**src/rtl/dpwm_pkg.sv**
```systemverilog
package dpwm_pkg;
    // Default geometry: 2**TICK_W ticks per period, FRAC_W fractional bits
    parameter int unsigned DEF_TICK_W = 6;
    parameter int unsigned DEF_FRAC_W = 4;
endpackage

```
**src/rtl/dpwm_timebase.sv**
```systemverilog
module dpwm_timebase #(
    parameter int unsigned TICK_W = dpwm_pkg::DEF_TICK_W
) (
    input  logic              clk,
    input  logic              rst_n,
    output logic [TICK_W-1:0] cnt_o,
    output logic              wrap_o
);
    typedef struct packed {
        logic [TICK_W-1:0] cnt;
    } tb_state_t;

    tb_state_t st_d, st_q;

    always_comb begin
        st_d     = st_q;
        st_d.cnt = st_q.cnt + 1'b1;
    end

    always_ff @(posedge clk) begin
        if (!rst_n) st_q <= '{cnt: '1};
        else        st_q <= st_d;
    end

    assign cnt_o  = st_q.cnt;
    assign wrap_o = &st_q.cnt;


    period_wrap_chk: assert property (@(posedge clk) disable iff (!rst_n)
        wrap_o |=> (cnt_o == '0));

    tick_step_chk: assert property (@(posedge clk) disable iff (!rst_n)
        !wrap_o |=> (cnt_o == $past(cnt_o) + 1'b1));
endmodule

```
**src/rtl/dpwm_frac_loop.sv**
```systemverilog
module dpwm_frac_loop #(
    parameter int unsigned TICK_W = dpwm_pkg::DEF_TICK_W,
    parameter int unsigned FRAC_W = dpwm_pkg::DEF_FRAC_W
) (
    input  logic                     clk,
    input  logic                     rst_n,
    input  logic [TICK_W+FRAC_W:0]   duty_in,
    input  logic                     duty_stb,
    input  logic                     wrap_i,
    output logic [TICK_W:0]          width_o
);
    localparam int unsigned DUTY_W = TICK_W + FRAC_W + 1;
    localparam int unsigned WID_W  = TICK_W + 1;
    localparam int unsigned PERIOD = 1 << TICK_W;
    localparam logic [DUTY_W-1:0] FULL_CODE = {1'b1, {(DUTY_W-1){1'b0}}};

    typedef struct packed {
        logic [DUTY_W-1:0] pend;
        logic [FRAC_W-1:0] acc;
        logic [WID_W-1:0]  width;
    } fl_state_t;

    fl_state_t st_d, st_q;

    logic [DUTY_W-1:0] sat_v;
    logic [WID_W-1:0]  int_part;
    logic [FRAC_W-1:0] frac_part;
    logic [FRAC_W:0]   err_sum;

    assign int_part  = st_q.pend[DUTY_W-1:FRAC_W];
    assign frac_part = st_q.pend[FRAC_W-1:0];
    assign err_sum   = {1'b0, st_q.acc} + {1'b0, frac_part};
    assign sat_v     = (duty_in > FULL_CODE) ? FULL_CODE : duty_in;

    always_comb begin
        st_d = st_q;
        if (duty_stb) st_d.pend = sat_v;
        if (wrap_i) begin
            st_d.acc   = err_sum[FRAC_W-1:0];
            st_d.width = int_part + WID_W'(err_sum[FRAC_W]);
        end
    end

    always_ff @(posedge clk) begin
        if (!rst_n) st_q <= '0;
        else        st_q <= st_d;
    end

    assign width_o = st_q.width;


    width_hold_chk: assert property (@(posedge clk) disable iff (!rst_n)
        !wrap_i |=> $stable(st_q.width));

    acc_hold_chk: assert property (@(posedge clk) disable iff (!rst_n)
        !wrap_i |=> $stable(st_q.acc));

    carry_acc_chk: assert property (@(posedge clk) disable iff (!rst_n)
        wrap_i |=> ((st_q.width != $past(int_part)) == (st_q.acc < $past(st_q.acc))));

    width_limit_chk: assert property (@(posedge clk) disable iff (!rst_n)
        st_q.width <= WID_W'(PERIOD));

    pend_sat_chk: assert property (@(posedge clk) disable iff (!rst_n)
        st_q.pend <= FULL_CODE);
endmodule

```
**src/rtl/dpwm_out_stage.sv**
```systemverilog
module dpwm_out_stage #(
    parameter int unsigned TICK_W = dpwm_pkg::DEF_TICK_W
) (
    input  logic              clk,
    input  logic              rst_n,
    input  logic [TICK_W-1:0] cnt_i,
    input  logic [TICK_W:0]   width_i,
    output logic              pwm_o,
    output logic              start_o
);
    localparam int unsigned WID_W  = TICK_W + 1;
    localparam int unsigned PERIOD = 1 << TICK_W;

    typedef struct packed {
        logic pwm;
        logic start;
    } os_state_t;

    os_state_t st_d, st_q;

    always_comb begin
        st_d       = st_q;
        st_d.pwm   = ({1'b0, cnt_i} < width_i);
        st_d.start = (cnt_i == '0);
    end

    always_ff @(posedge clk) begin
        if (!rst_n) st_q <= '0;
        else        st_q <= st_d;
    end

    assign pwm_o   = st_q.pwm;
    assign start_o = st_q.start;


    zero_low_chk: assert property (@(posedge clk) disable iff (!rst_n)
        (width_i == '0) |=> !st_q.pwm);

    full_high_chk: assert property (@(posedge clk) disable iff (!rst_n)
        (width_i == WID_W'(PERIOD)) |=> st_q.pwm);

    rise_at_start_chk: assert property (@(posedge clk) disable iff (!rst_n)
        $rose(st_q.pwm) |-> st_q.start);

    start_single_chk: assert property (@(posedge clk) disable iff (!rst_n)
        st_q.start |=> !st_q.start);
endmodule

```
**src/rtl/dither_pwm.sv**
```systemverilog
module dither_pwm #(
    parameter int unsigned TICK_W = dpwm_pkg::DEF_TICK_W,
    parameter int unsigned FRAC_W = dpwm_pkg::DEF_FRAC_W
) (
    input  logic                   clk,
    input  logic                   rst_n,
    input  logic [TICK_W+FRAC_W:0] duty_in,
    input  logic                   duty_stb,
    output logic                   pwm_o,
    output logic                   period_start_o
);
    logic [TICK_W-1:0] tick_cnt;
    logic              tick_wrap;
    logic [TICK_W:0]   pulse_w;

    dpwm_timebase #(.TICK_W(TICK_W)) u_timebase (
        .clk    (clk),
        .rst_n  (rst_n),
        .cnt_o  (tick_cnt),
        .wrap_o (tick_wrap)
    );

    dpwm_frac_loop #(.TICK_W(TICK_W), .FRAC_W(FRAC_W)) u_frac_loop (
        .clk      (clk),
        .rst_n    (rst_n),
        .duty_in  (duty_in),
        .duty_stb (duty_stb),
        .wrap_i   (tick_wrap),
        .width_o  (pulse_w)
    );

    dpwm_out_stage #(.TICK_W(TICK_W)) u_out_stage (
        .clk     (clk),
        .rst_n   (rst_n),
        .cnt_i   (tick_cnt),
        .width_i (pulse_w),
        .pwm_o   (pwm_o),
        .start_o (period_start_o)
    );
endmodule

```
**config.mk**
```make
export PLATFORM = sky130hd
export DESIGN_NAME = dither_pwm
export DESIGN_NICKNAME = d
export VERILOG_FILES = /design/src/rtl/dpwm_pkg.sv /design/src/rtl/dpwm_timebase.sv /design/src/rtl/dpwm_frac_loop.sv /design/src/rtl/dpwm_out_stage.sv /design/src/rtl/dither_pwm.sv
export SDC_FILE = /design/constraint.sdc
export NUM_CORES = 1
export LEC_CHECK = 0
export ABC_CLOCK_PERIOD_IN_PS = 2900
export BUFFER_PORTS_ARGS = -buffer_cell sky130_fd_sc_hd__buf_2
export CAP_MARGIN = 15
export CORE_ASPECT_RATIO = 0.75
export CORE_MARGIN = 2
export CORE_UTILIZATION = 57
export DETAILED_ROUTE_END_ITERATION = 6
export PLACE_DENSITY = 0.78
export SLEW_MARGIN = 20
export SYNTH_ARGS = -nofsm -noshare
export SYNTH_HDL_FRONTEND = slang
export SYNTH_SLANG_ARGS = --single-unit
```
**constraint.sdc**
```tcl
create_clock -name clk -period 2.9 [get_ports clk]
set_input_delay 0.87 -clock clk [delete_from_list [all_inputs] [get_ports clk]]
set_output_delay 0.87 -clock clk [all_outputs]
set_load 0.05 [all_outputs]
```
==> Word-level counts from Yosys, hierarchy flattened <==
Cells that the tools add are included.
{ "classes": {"reduce_logical": 2, "multipliers": 0, "bitwise_logic": 0, "n_shift": 0, "div": 0, "addsub": 3, "eq_ne": 0, "mux": 1, "magnitude_cmp": 2} }
{ "op_table": {"columns": ["cell", "n"], "rows": [
  ["$gt 11x11->1 const B", 1],
  ["$mux 11", 1],
  ["$add 7x1->7", 1],
  ["$lt 6x7->1", 1],
  ["$add 6x1->6 const B", 1],
  ["$logic_not 6->1", 1],
  ["$reduce_and 6->1", 1],
  ["$add 4x4->5", 1]
]} }
{ "word_totals": {"latchBits": 0, "elab_cells": 14, "ff_bits": 30, "input_bits": 14, "mem_count": 0, "rom_bits": 0, "ramBits": 0, "out_inout_bits": 2} }

==> Depth between registers and ports, before layout <==
{ "logic_depth": {"word_depth": 2, "mapped_depth": 12, "ltp_nobuf": 12} }

==> Hierarchy <==
Synthesis repeated with hierarchy kept, for this count alone.
{ "hier_totals": {"cells_unflattened": 165, "area_unflattened_um2": 1520.2} }
{ "modules_own_cells": {"columns": ["mod", "cells_each", "seq_area_each_um2", "n_inst", "area_each_um2"], "rows": [
  ["dpwm_frac_loop", 118, 440.4, 1, 1089.8],
  ["dpwm_timebase", 22, 120.1, 1, 230.2],
  ["dpwm_out_stage", 25, 40.0, 1, 200.2]
]} }

==> Worst setup path after synthesis <==
No wires, ideal clock.
{ "synth_timing": {"kind": "register to register", "start": "register u_frac_loop.st_q, in the netlist u_frac_loop.frac_part[0]", "end": "register u_frac_loop.st_q, in the netlist u_frac_loop.width_o[6]", "setup_time_ns": 0.119, "period_less_slack_ns": 1.994, "slack_ns": 0.906, "path_stages_with_launch": 13, "n_path_buf": 0, "t_required_ns": 2.781, "arrival_ns": 1.875, "cell_sequence": "dfxtp_1 -> ha_1 -> inv_1 -> fa_1 -> nor2b_1 -> o21ai_0 -> nand2b_1 -> ha_1 -> ha_1 -> nand3_1 -> nor2_1 -> xnor2_1 -> a21oi_1"} }
{ "synth_between": {"elab_chain_cells": 2} }
{ "synth_rtl": {"columns": ["item", "line", "text"], "rows": [
  ["from (decl)", "dpwm_frac_loop.sv:23", "fl_state_t st_d, st_q;"],
  ["from (signal assigned)", "dpwm_frac_loop.sv:46", "else st_q <= st_d;"],
  ["$add 4x4->5", "dpwm_frac_loop.sv:32", "assign err_sum = {1'b0, st_q.acc} + {1'b0, frac_part};"],
  ["$add 7x1->7", "dpwm_frac_loop.sv:40", "st_d.width = int_part + WID_W'(err_sum[FRAC_W]);"]
]} }
Every way passes these cells.
A chain may end at the register's enable or synchronous reset.

==> Worst setup path in the final report <==
Ends and elaborated chain as after synthesis.

==> out/qor.yml <==
synth-seq-area-share_pct: 40.3
placed_cells: 214
root_buffer: "clkbuf_4"
cts_made_buffers: 5
endpoint_kind: "flip-flop"
grt_pass1_wl_microns: 4370
insertion_delay_ns: 0.33
grt_pass1_vias: 1010
avgSynthCellArea_sq_um: 8.81
synth_top_area_share_pct: 40.3
r2r_end: "u_frac_loop.width_o[6]$_SDFFE_PN0P_"
syn-num-nets: 197
critical_path_required_ns: 3.07
synth.distinct_cells: 30
timing.hold.worst.start: "u_timebase.cnt_o[0]$_SDFF_PN1_"
place_hpwl_microns: 2190
final_cells: 221
port-buffer-count: 15
drt_iter0_drc: 57
reg2regPathDepth: 12
ys_ff_latch: 30
synth_top_cell_by_area: "dfxtp_1"
rows: 16
grt_start_max_net_pins: 19
drive_gt1_share_pct: 13.5
initial_utilization_pct: 58.6
cts_hold_buf: 0
fmax_ghz: 0.444
wire_per_inst_microns: 13.0
synth_edf_count: 0
p_leak_nw: 0.694
cts_tree: "built"
drtPass1Iterations: 4
tns_ns: 0
syn_inst: 169
grt.total_usage_pct: 19.9
cts_buffer_depth: 2
synthTopCellsByArea: "dfxtp_1 40%, ha_1 11%, a21oi_1 6.4%, nand2_1 5.3%, o21ai_0 3.0%"
coreArea_sq_mm: 0.00254
ant_nets: 0
syn_area_sq_mm: 0.00149
synth_ff_type: "dfxtp_1"
fin_skew_ns: 0.0126
ys_warn_count: 0
dr_total_vias: 1162
holdPathEnd: "u_timebase.cnt_o[0]$_SDFF_PN1_"
async_flop_share_pct: 0
die_x_microns: 63.0
hold_depth: 1
rsz0062_at_grt: "no"
drv_slew: 0
outcome: "finished, final reports clean"
ir_drop_uv: 350
viasPerCell: 5.26
die_y_microns: 48.3
max_cap_viol_count: 0
areaGrowthSynthToFinish_pct: 8.74
setup_viol_count_final: 0
arrival_ns: 2.43
start_kind: "flip-flop"
period_minus_slack_ns: 2.25
wirelength_microns: 2880
ios: 16
clkTransAtPathRegs_ns: 0.10
nets: 213
hold_class: "reg2reg"
routabilityCongestion: 0.810
rr_startpoint: "u_frac_loop.frac_part[0]$_SDFFE_PN0P_"
worst_slew_pin_slew_ns: 0.881
post-place-ws_ns: 0.700
maxSlewHeadroom_pct: 41.1
gr-total-overflow: 0
critPathKind: "reg2reg"
synth_common_cells: "30 x dfxtp_1, 21 x nand2_1, 19 x a21oi_1"
n_antenna_cell: 0
crit_start: "u_frac_loop.frac_part[0]$_SDFFE_PN0P_"
h-tree-depth: 2
ctsResizeCount: 0
final_hold_viol_count: 0
synth.most_common_cell: "dfxtp_1"
post_cts_buffers: 0
drc: 0
die_area_sq_mm: 0.00304
antenna_found_initial: 0
reg2reg_slack_ns: 0.65
powerDensity_mw_per_mm2: 586
clock-sinks: 30
crit_path_max_fanout: 2
final.period_utilization_pct: 77.7
power_uw: 949
setup_ws_ns: 0.648
==> worst max-delay path by stage <==
stage / end / cells after the start
3_5_place_dp: u_frac_loop.width_o[6]$_SDFFE_PN0P_ / 12
4_1_cts: u_frac_loop.width_o[6]$_SDFFE_PN0P_ / 12
5_1_grt: u_frac_loop.width_o[6]$_SDFFE_PN0P_ / 12
2_1_floorplan: u_frac_loop.width_o[6]$_SDFFE_PN0P_ / 12
6_report: u_frac_loop.width_o[6]$_SDFFE_PN0P_ / 12
3_3_place_gp: u_frac_loop.width_o[6]$_SDFFE_PN0P_ / 12
==> cells in the final DEF, fill, tap and decap left out <==
master    synthesis  layout
dfxtp_1          30      30
nand2_1          21      21
a21oi_1          19      19
buf_2             0      15
ha_1             13      13
inv_1            12      12
o21ai_0           9       9
nor2_1            9       9
nand2b_1          7       7
nand3_1           5       5
nand3b_1          5       5
xnor2_1           5       5
clkbuf_4          0       5
mux2i_1           4       4
xor2_1            4       4
and3_1            3       3
nor2b_1           2       2
o22ai_1           2       2
and2_1            2       2
a211oi_1          2       2
clkinv_2          0       2
or2_0             1       1
or4_4             1       1
or4_1             1       1
nor4_4            1       1
o21ai_2           1       1
nor3_1            1       1
nor4_1            1       1
a21o_1            1       1
fa_1              1       1
==> critical path, stage by stage, from the launching register on <==
cell and delay, ns:
dfxtp_1 0.35, ha_1 0.17, inv_1 0.05, fa_1 0.39, nor2b_1 0.12, o21ai_0 0.08, nand2b_1 0.09, ha_1 0.17
ha_1 0.19, nand3_1 0.12, nor2_1 0.15, xnor2_1 0.13, a21oi_1 0.08
==> final cells by class <==
cell class              count  area (sq um)
repair buffers             15          75.1
clock buffers               5          37.5
flip-flops and latches     30           601
multi-input cells         121           806
clock inverters             2          10.0
well taps                  36          45.0
inverters                  12          45.0
fillers                   231           923
==> cells by family (layout without fill, tap and decap cells) <==
family                     Yosys count  count (layout)  synth area share (%)
DFF                                 30              30                  40.3
xor gates and xnor gates             9               9                  5.29
AOI/OAI and AO/OA                   34              34                  12.4
buffers and inverters               18              34                  5.55
and+or+nand+nor                     60              60                  21.5
muxes                                4               4                  2.69
adders and majority gates           14              14                  12.3
==> state kept, by name, summed over array words and instances (netlist names) <==
name	cells
u_frac_loop.frac_part	4
u_frac_loop.int_part	7
u_out_stage.pwm_o	1
u_out_stage.start_o	1
u_frac_loop.st_q	4
u_frac_loop.width_o	7
u_timebase.cnt_o	6
==> metrics by stage <==
stage	hold slack [ns]	util, %	instance area, sq um
floorplan	0.400	-	1490
global placement	0.427	61.8	1570
detailed placement	0.432	61.8	1570
CTS	0.454	63.7	1620
global route	0.469	63.7	1620
finish	0.457	63.7	1620
==> where the power goes <==
part,switching (mW),total [mW],internal (mW),leakage (nW)
Sequential,0.0402,0.500,0.460,0.246
Combinational,0.132,0.221,0.0887,0.417
Clock,0.141,0.228,0.0869,0.0308
==> layer usage <==
layer	vias to the layer above	GRT usage, %	part of all wire [%]
li1	601	-	-
met1	544	23.5	48
met2	12	33.6	48
met3	5	8.55	3.2
met4	0	7.11	1.5
met5	-	0	0
Note: power is estimated with default switching activity, not from simulation.
